===== src/rtl/bsq_pkg.sv =====
package bsq_pkg;

  typedef enum logic [1:0] {
    OP_JUMP   = 2'd0,
    OP_RET    = 2'd1,
    OP_PUSHPC = 2'd2,
    OP_RSVD   = 2'd3
  } bsq_op_e;

  // condition field: [1:0] selects the flag, [2] inverts it
  typedef enum logic [1:0] {
    SEL_ALWAYS = 2'd0,
    SEL_CARRY  = 2'd1,
    SEL_NEG    = 2'd2,
    SEL_ZERO   = 2'd3
  } bsq_sel_e;

  // the inverted "always" code, which would never branch, means call
  localparam logic [2:0] COND_CALL = 3'b100;

  typedef enum logic [2:0] {
    ST_IDLE,
    ST_PUSH_HI,
    ST_PUSH_LO,
    ST_POP_LO_REQ,
    ST_POP_LO_WAIT,
    ST_POP_HI_REQ,
    ST_POP_HI_WAIT
  } bsq_state_e;

endpackage


===== src/rtl/bsq_cond.sv =====
module bsq_cond
  import bsq_pkg::*;
(
  input  logic [2:0] cond,
  input  logic       flag_c,
  input  logic       flag_n,
  input  logic       flag_z,
  output logic       taken,
  output logic       is_call
);

  logic raw;

  always_comb begin
    unique case (bsq_sel_e'(cond[1:0]))
      SEL_ALWAYS: raw = 1'b1;
      SEL_CARRY:  raw = flag_c;
      SEL_NEG:    raw = flag_n;
      SEL_ZERO:   raw = flag_z;
      default:    raw = 1'b0;
    endcase
  end

  assign taken   = raw ^ cond[2];
  assign is_call = (cond == COND_CALL);

endmodule


===== src/rtl/bsq_target.sv =====
module bsq_target #(
  parameter int ADDR_W = 24,
  parameter int PAGE_W = 8
) (
  input  logic [ADDR_W-1:0] pc,
  input  logic [ADDR_W-1:0] target,
  input  logic              is_global,
  output logic [ADDR_W-1:0] seq_pc,
  output logic [ADDR_W-1:0] dest
);

  logic [ADDR_W-1:0] len;

  // instruction length is one word, or two for the global form
  assign len    = {{(ADDR_W-2){1'b0}}, is_global, ~is_global};
  assign seq_pc = pc + len;

  generate
    if (PAGE_W >= ADDR_W) begin : g_flat
      assign dest = target;
    end else begin : g_paged
      assign dest = is_global ? target
                              : {pc[ADDR_W-1:PAGE_W], target[PAGE_W-1:0]};
    end
  endgenerate

endmodule


===== src/rtl/bsq_stack_port.sv =====
module bsq_stack_port #(
  parameter int              ADDR_W   = 24,
  parameter int              WORD_W   = 16,
  parameter logic [ADDR_W-1:0] RESET_SP = '0
) (
  input  logic              clk,
  input  logic              rst_n,
  input  logic              req_write,
  input  logic              fire,
  input  logic              hi_phase,
  input  logic [ADDR_W-1:0] ret_addr,
  output logic [ADDR_W-1:0] sp,
  output logic [ADDR_W-1:0] mem_addr,
  output logic [WORD_W-1:0] mem_wdata
);

  localparam int HI_W = ADDR_W - WORD_W;
  localparam logic [ADDR_W-1:0] STEP = {{(ADDR_W-1){1'b0}}, 1'b1};

  logic [ADDR_W-1:0] sp_q;

  always_ff @(posedge clk) begin
    if (!rst_n) begin
      sp_q <= RESET_SP;
    end else if (fire) begin
      sp_q <= req_write ? sp_q - STEP : sp_q + STEP;
    end
  end

  assign sp       = sp_q;
  assign mem_addr = req_write ? sp_q - STEP : sp_q;

  // upper part of the return address first, zero-extended to a word
  assign mem_wdata = hi_phase ? {{(WORD_W-HI_W){1'b0}}, ret_addr[ADDR_W-1:WORD_W]}
                              : ret_addr[WORD_W-1:0];

endmodule


===== src/rtl/branch_seq.sv =====
module branch_seq
  import bsq_pkg::*;
#(
  parameter int                ADDR_W   = 24,
  parameter int                WORD_W   = 16,
  parameter int                PAGE_W   = 8,
  parameter logic [ADDR_W-1:0] RESET_PC = 24'h000100,
  parameter logic [ADDR_W-1:0] RESET_SP = 24'h000000
) (
  input  logic              clk,
  input  logic              rst_n,
  input  logic              cmd_valid,
  output logic              cmd_ready,
  input  logic [1:0]        cmd_op,
  input  logic [2:0]        cmd_cond,
  input  logic              cmd_global,
  input  logic [ADDR_W-1:0] cmd_target,
  input  logic              flag_c,
  input  logic              flag_n,
  input  logic              flag_z,
  output logic              mem_valid,
  input  logic              mem_ready,
  output logic              mem_write,
  output logic [ADDR_W-1:0] mem_addr,
  output logic [WORD_W-1:0] mem_wdata,
  input  logic [WORD_W-1:0] mem_rdata,
  input  logic              mem_rvalid,
  output logic [ADDR_W-1:0] pc,
  output logic [ADDR_W-1:0] sp
);

  localparam int HI_W = ADDR_W - WORD_W;

  bsq_state_e        state_q;
  logic [ADDR_W-1:0] pc_q;
  logic [ADDR_W-1:0] ret_q;
  logic [ADDR_W-1:0] dest_q;
  logic [WORD_W-1:0] lo_q;

  bsq_op_e           op;
  logic              accept;
  logic              taken;
  logic              is_call;
  logic              long_form;
  logic [ADDR_W-1:0] seq_pc;
  logic [ADDR_W-1:0] dest;
  logic              fire;

  assign op        = bsq_op_e'(cmd_op);
  assign cmd_ready = (state_q == ST_IDLE);
  assign accept    = cmd_valid && cmd_ready;
  assign long_form = cmd_global && (op == OP_JUMP);

  bsq_cond u_cond (
    .cond    (cmd_cond),
    .flag_c  (flag_c),
    .flag_n  (flag_n),
    .flag_z  (flag_z),
    .taken   (taken),
    .is_call (is_call)
  );

  bsq_target #(.ADDR_W(ADDR_W), .PAGE_W(PAGE_W)) u_target (
    .pc        (pc_q),
    .target    (cmd_target),
    .is_global (long_form),
    .seq_pc    (seq_pc),
    .dest      (dest)
  );

  always_comb begin
    mem_valid = 1'b0;
    mem_write = 1'b0;
    unique case (state_q)
      ST_PUSH_HI, ST_PUSH_LO: begin
        mem_valid = 1'b1;
        mem_write = 1'b1;
      end
      ST_POP_LO_REQ, ST_POP_HI_REQ: begin
        mem_valid = 1'b1;
      end
      default: ;
    endcase
  end

  assign fire = mem_valid && mem_ready;

  bsq_stack_port #(.ADDR_W(ADDR_W), .WORD_W(WORD_W), .RESET_SP(RESET_SP)) u_stack (
    .clk       (clk),
    .rst_n     (rst_n),
    .req_write (mem_write),
    .fire      (fire),
    .hi_phase  (state_q == ST_PUSH_HI),
    .ret_addr  (ret_q),
    .sp        (sp),
    .mem_addr  (mem_addr),
    .mem_wdata (mem_wdata)
  );

  always_ff @(posedge clk) begin
    if (!rst_n) begin
      state_q <= ST_IDLE;
      pc_q    <= RESET_PC;
      ret_q   <= '0;
      dest_q  <= '0;
      lo_q    <= '0;
    end else begin
      unique case (state_q)
        ST_IDLE: begin
          if (accept) begin
            unique case (op)
              OP_JUMP: begin
                if (is_call) begin
                  ret_q   <= seq_pc;
                  dest_q  <= dest;
                  state_q <= ST_PUSH_HI;
                end else begin
                  pc_q <= taken ? dest : seq_pc;
                end
              end
              OP_RET:    state_q <= ST_POP_LO_REQ;
              OP_PUSHPC: begin
                ret_q   <= seq_pc;
                dest_q  <= seq_pc;
                state_q <= ST_PUSH_HI;
              end
              default:   pc_q <= seq_pc;
            endcase
          end
        end
        ST_PUSH_HI: if (fire) state_q <= ST_PUSH_LO;
        ST_PUSH_LO: begin
          if (fire) begin
            pc_q    <= dest_q;
            state_q <= ST_IDLE;
          end
        end
        ST_POP_LO_REQ: if (fire) state_q <= ST_POP_LO_WAIT;
        ST_POP_LO_WAIT: begin
          if (mem_rvalid) begin
            lo_q    <= mem_rdata;
            state_q <= ST_POP_HI_REQ;
          end
        end
        ST_POP_HI_REQ: if (fire) state_q <= ST_POP_HI_WAIT;
        ST_POP_HI_WAIT: begin
          if (mem_rvalid) begin
            pc_q    <= {mem_rdata[HI_W-1:0], lo_q};
            state_q <= ST_IDLE;
          end
        end
        default: state_q <= ST_IDLE;
      endcase
    end
  end

  assign pc = pc_q;

endmodule


===== config.mk =====
export PLATFORM = sky130hd
export DESIGN_NAME = branch_seq
export DESIGN_NICKNAME = d
export VERILOG_FILES = /design/src/rtl/bsq_pkg.sv /design/src/rtl/bsq_cond.sv /design/src/rtl/bsq_target.sv /design/src/rtl/bsq_stack_port.sv /design/src/rtl/branch_seq.sv
export SDC_FILE = /design/constraint.sdc
export NUM_CORES = 1
export LEC_CHECK = 0
export BUFFER_PORTS_ARGS = -buffer_cell sky130_fd_sc_hd__buf_2
export CELL_PAD_IN_SITES_DETAIL_PLACEMENT = 0
export CELL_PAD_IN_SITES_GLOBAL_PLACEMENT = 2
export CORE_ASPECT_RATIO = 0.75
export CORE_MARGIN = 2
export CORE_UTILIZATION = 28
export DETAILED_ROUTE_END_ITERATION = 16
export GPL_TIMING_DRIVEN = 0
export PLACE_DENSITY_LB_ADDON = 0.1
export SYNTH_ARGS = -nofsm -noshare
export SYNTH_HDL_FRONTEND = slang
export SYNTH_SLANG_ARGS = --single-unit

===== constraint.sdc =====
create_clock -name clk -period 2.95 [get_ports clk]
set_input_delay 0.295 -clock clk [delete_from_list [all_inputs] [get_ports clk]]
set_output_delay 0.295 -clock clk [all_outputs]
set_load 0.01 [all_outputs]

==> summary.txt <==
GRT
  • First-pass GRT wire length: 47500 µm
  • Largest net degree at the start of global routing: 17
  • Initial antenna violation count: 0
  • Number of global-route vias before repair: 7229
  • Gr ovfl total: 0
  • Overall Global Routing Usage: 24.2%

Placed design
  • I/O Buffers: 144
  • Cell count after placement: 1422
  • Place WS: -1420 ps
  • HPWL after detailed placement: 24300 µm
  • Routability cong.: 0.851

Synth
  • Cells after Synth: 940
  • Mean Syn Cell Area: 7.53 µm²
  • Ys Warns: 0
  • Yosys reg bits: 115
  • Synthesized area: 7080 µm²
  • Post-synth cell types: 65
  • Top-count cell post-synth: nand2_1
  • Number of synthesized flops with an enable pin: 0
  • Post-synth top area share: 32.5%
  • Largest cells by area after synthesis: dfxtp_1 (33%), a21oi_1 (6.4%), nand2_1 (6.3%), nor2_1 (5.2%), mux2i_1 (4.5%)
  • Synth Flop Type: dfxtp_1
  • Largest area contributor in the netlist: dfxtp_1
  • Sequential share of the synthesized area: 32.5%
  • Async SR Flop Fraction: 0%
  • Commonest cells post-synth: nand2_1 (118), dfxtp_1 (115), nor2_1 (98), a21oi_1 (90), clkbuf_1 (68)
  • Syn nets: 1002

Cells and area
  • Post-layout util: 37.0%
  • Fin nets: 1177
  • N_diodes: 0
  • Fill cells: 2766
  • Layout cells sized above 1: 23.8%
  • Fin cells: 1466
  • Area grow syn2layout: 30.3%

STA
  • Max Fclk: 345 MHz
  • Final period util: 98.2%
  • Final Hold Fails: 0
  • RSZ-0062 raised after global routing: yes
  • Aggregate negative setup slack: 0 ps
  • Worst slew margin: 27.0%
  • Final Max Tran Viols: 0
  • Worst setup margin: 54.4 ps
  • Final setup vio count: 0
  • Tmin final: 2900 ps
  • Worst-margin pin slew: 1100 ps
  • Layout Skew: 11.3 ps

Pwr
  • Pleak: 3.56 nW
  • Power Density: 802 nW/µm²
  • Worst vdd rail ir drop: 0.384 mV

Worst setup path
  • Worst r2r dst: u_stack.sp[23]
  • Critical Path AT: 2600 ps
  • Worst-path fanout max: 5
  • CP Depth: 6
  • Bufs and invs on worst path: 1
  • Startpoint types: flop
  • WP data required: 2650 ps
  • Critical path endpoint: mem_addr[23]
  • Sequence of cells on the critical path: or4_4, or4_4, or3_4, nor3_4, xnor2_1, buf_2
  • RR Startpoint: u_stack.sp[10]
  • Most common cell type on the critical path: or4_4
  • Critical path launch point: u_stack.sp[10]
  • Crit path largest cell delay: 540 ps
  • Worst Setup End Kind: primary output
  • Crit Path Class: flop to primary output
  • Top delay family on crit path: simple AND/OR/NAND/NOR gates
  • Reg2reg path depth: 7
  • Slowest-stage cell, CP: or4_4
  • R2r setup slk: 180 ps

Routing
  • Violation count after the first detailed-route iteration: 719
  • DRT Wirelength: 32400 µm
  • Antenna-violating nets left: 0
  • Via/cell ratio: 5.27
  • First-pass detailed-route iteration total: 5
  • Drt wl/cell: 22.1 µm
  • DRC Markers: 0
  • Via count: 7733

CTS
  • Root buf cell: clkbuf_16
  • CTS clk-pin slew, worst paths: 60 ps
  • Clk buf depth: 2
  • CTS tree: built
  • # clock sinks: 115
  • H-tree levels: 4
  • Skew-Pair Late Insertion Delay: 430 ps
  • Num CTS Buffers: 17

Floorplanning
  • Core area: 24900 µm²
  • Die height: 142 µm
  • Io pins: 145
  • Die width: 188 µm
  • # rows: 50
  • Initial Util: 28.4%
  • Die area: 26600 µm²

Job
  • Max-capacitance violation count: 0

Min path
  • Hold crit path type: primary input to flop

Outcome
  • Status: complete, no violations
## placed cells by master, fill, tap and decap left out, types with 12 or more instances in the layout
cell type,instances
nand4_1,13
nor2b_1,12
clkbuf_16,17
inv_1,14
nand3_1,26
nor3_1,41
buf_4,17
a211oi_1,26
o211ai_1,12
nor2_1,95
o21ai_0,48
nand2_1,118
buf_2,144
dfxtp_1,107
mux2_2,15
mux2i_1,32
a21oi_1,90
xnor2_1,31
xor2_1,26
clkbuf_1,63
## cell families after synthesis
family / share of synthesized area [%]
AND/OR/NAND/NOR: 25.5
AO/OA/AOI/OAI: 20.8
flip-flops: 32.5
adder cells (fa/ha/maj): 1.41
buffers and inverters: 5.00
XOR/XNOR: 7.79
multiplexers: 6.91
## flip-flops by register name (all words and copies together), names as in the netlist
register    cells
u_stack.sp     24
state_q         3
lo_q           16
ret_q          24
pc             24
dest_q         24
## power breakdown
group	internal, mW	total [mW]	switching [mW]
clock network	1.45	2.31	0.861
registers	1.71	1.93	0.220
logic	1.27	3.16	1.89
## routing by layer
| layer | track usage [%] | vias up | part of all wire, % |
|---|---|---|---|
| li1 | - | 3712 | - |
| met1 | 36.8 | 3700 | 51 |
| met2 | 33.4 | 291 | 39 |
| met3 | 6.38 | 30 | 8.3 |
| met4 | 5.43 | 0 | 1.1 |
| met5 | 0 | - | 0 |
## through the flow
step | area (µm²) | hold WS (ps) | power (mW)
detailed placement | 8220 | 443 | 4.78
finish | 9220 | 107 | 7.40
CTS | 9070 | 93.6 | 7.30
floorplan | 7080 | 430 | 3.66
global route | 9220 | 101 | 7.79
global placement | 8220 | 438 | 4.79
## final cells by class
type                            count  area [µm²]  area share [%]
Tap cell                          338         423            4.58
Inverter                           15        56.3           0.610
Buffer                             70         292            3.16
Sequential cell                   115        2320            25.2
Multi-Input combinational cell    735        4640            50.3
Timing Repair Buffer              161         852            9.24
Clock buffer                       18         439            4.76
Clock inverter                     14         201            2.18
## worst min path at each step
stage	start	end	slack (ps)	cells past startpoint
floorplan	dest_q[19]	dest_q[19]	430	2
global placement	dest_q[19]	dest_q[19]	440	2
detailed placement	dest_q[19]	dest_q[19]	440	2
CTS	mem_rdata[8]	lo_q[8]	90	3
global route	mem_rdata[8]	lo_q[8]	100	3
finish	mem_rdata[8]	lo_q[8]	110	3
## worst reg2reg max path, delay by kind of cell, from the launching register on
family | cells | cell delay (ps)
and+or+nand+nor | 6 | 2210
DFF | 1 | 340
buffers and inverters | 1 | 140
## repair_timing
item / 4_1_cts / 5_1_grt
resized for setup: 38 / 25
pin swaps: 4 / 8
buffers inserted: 6 / 11
setup endpoints to repair: 73 / 33
hold buffers: 0 / 0
Note: power is estimated with default switching activity, not from simulation.
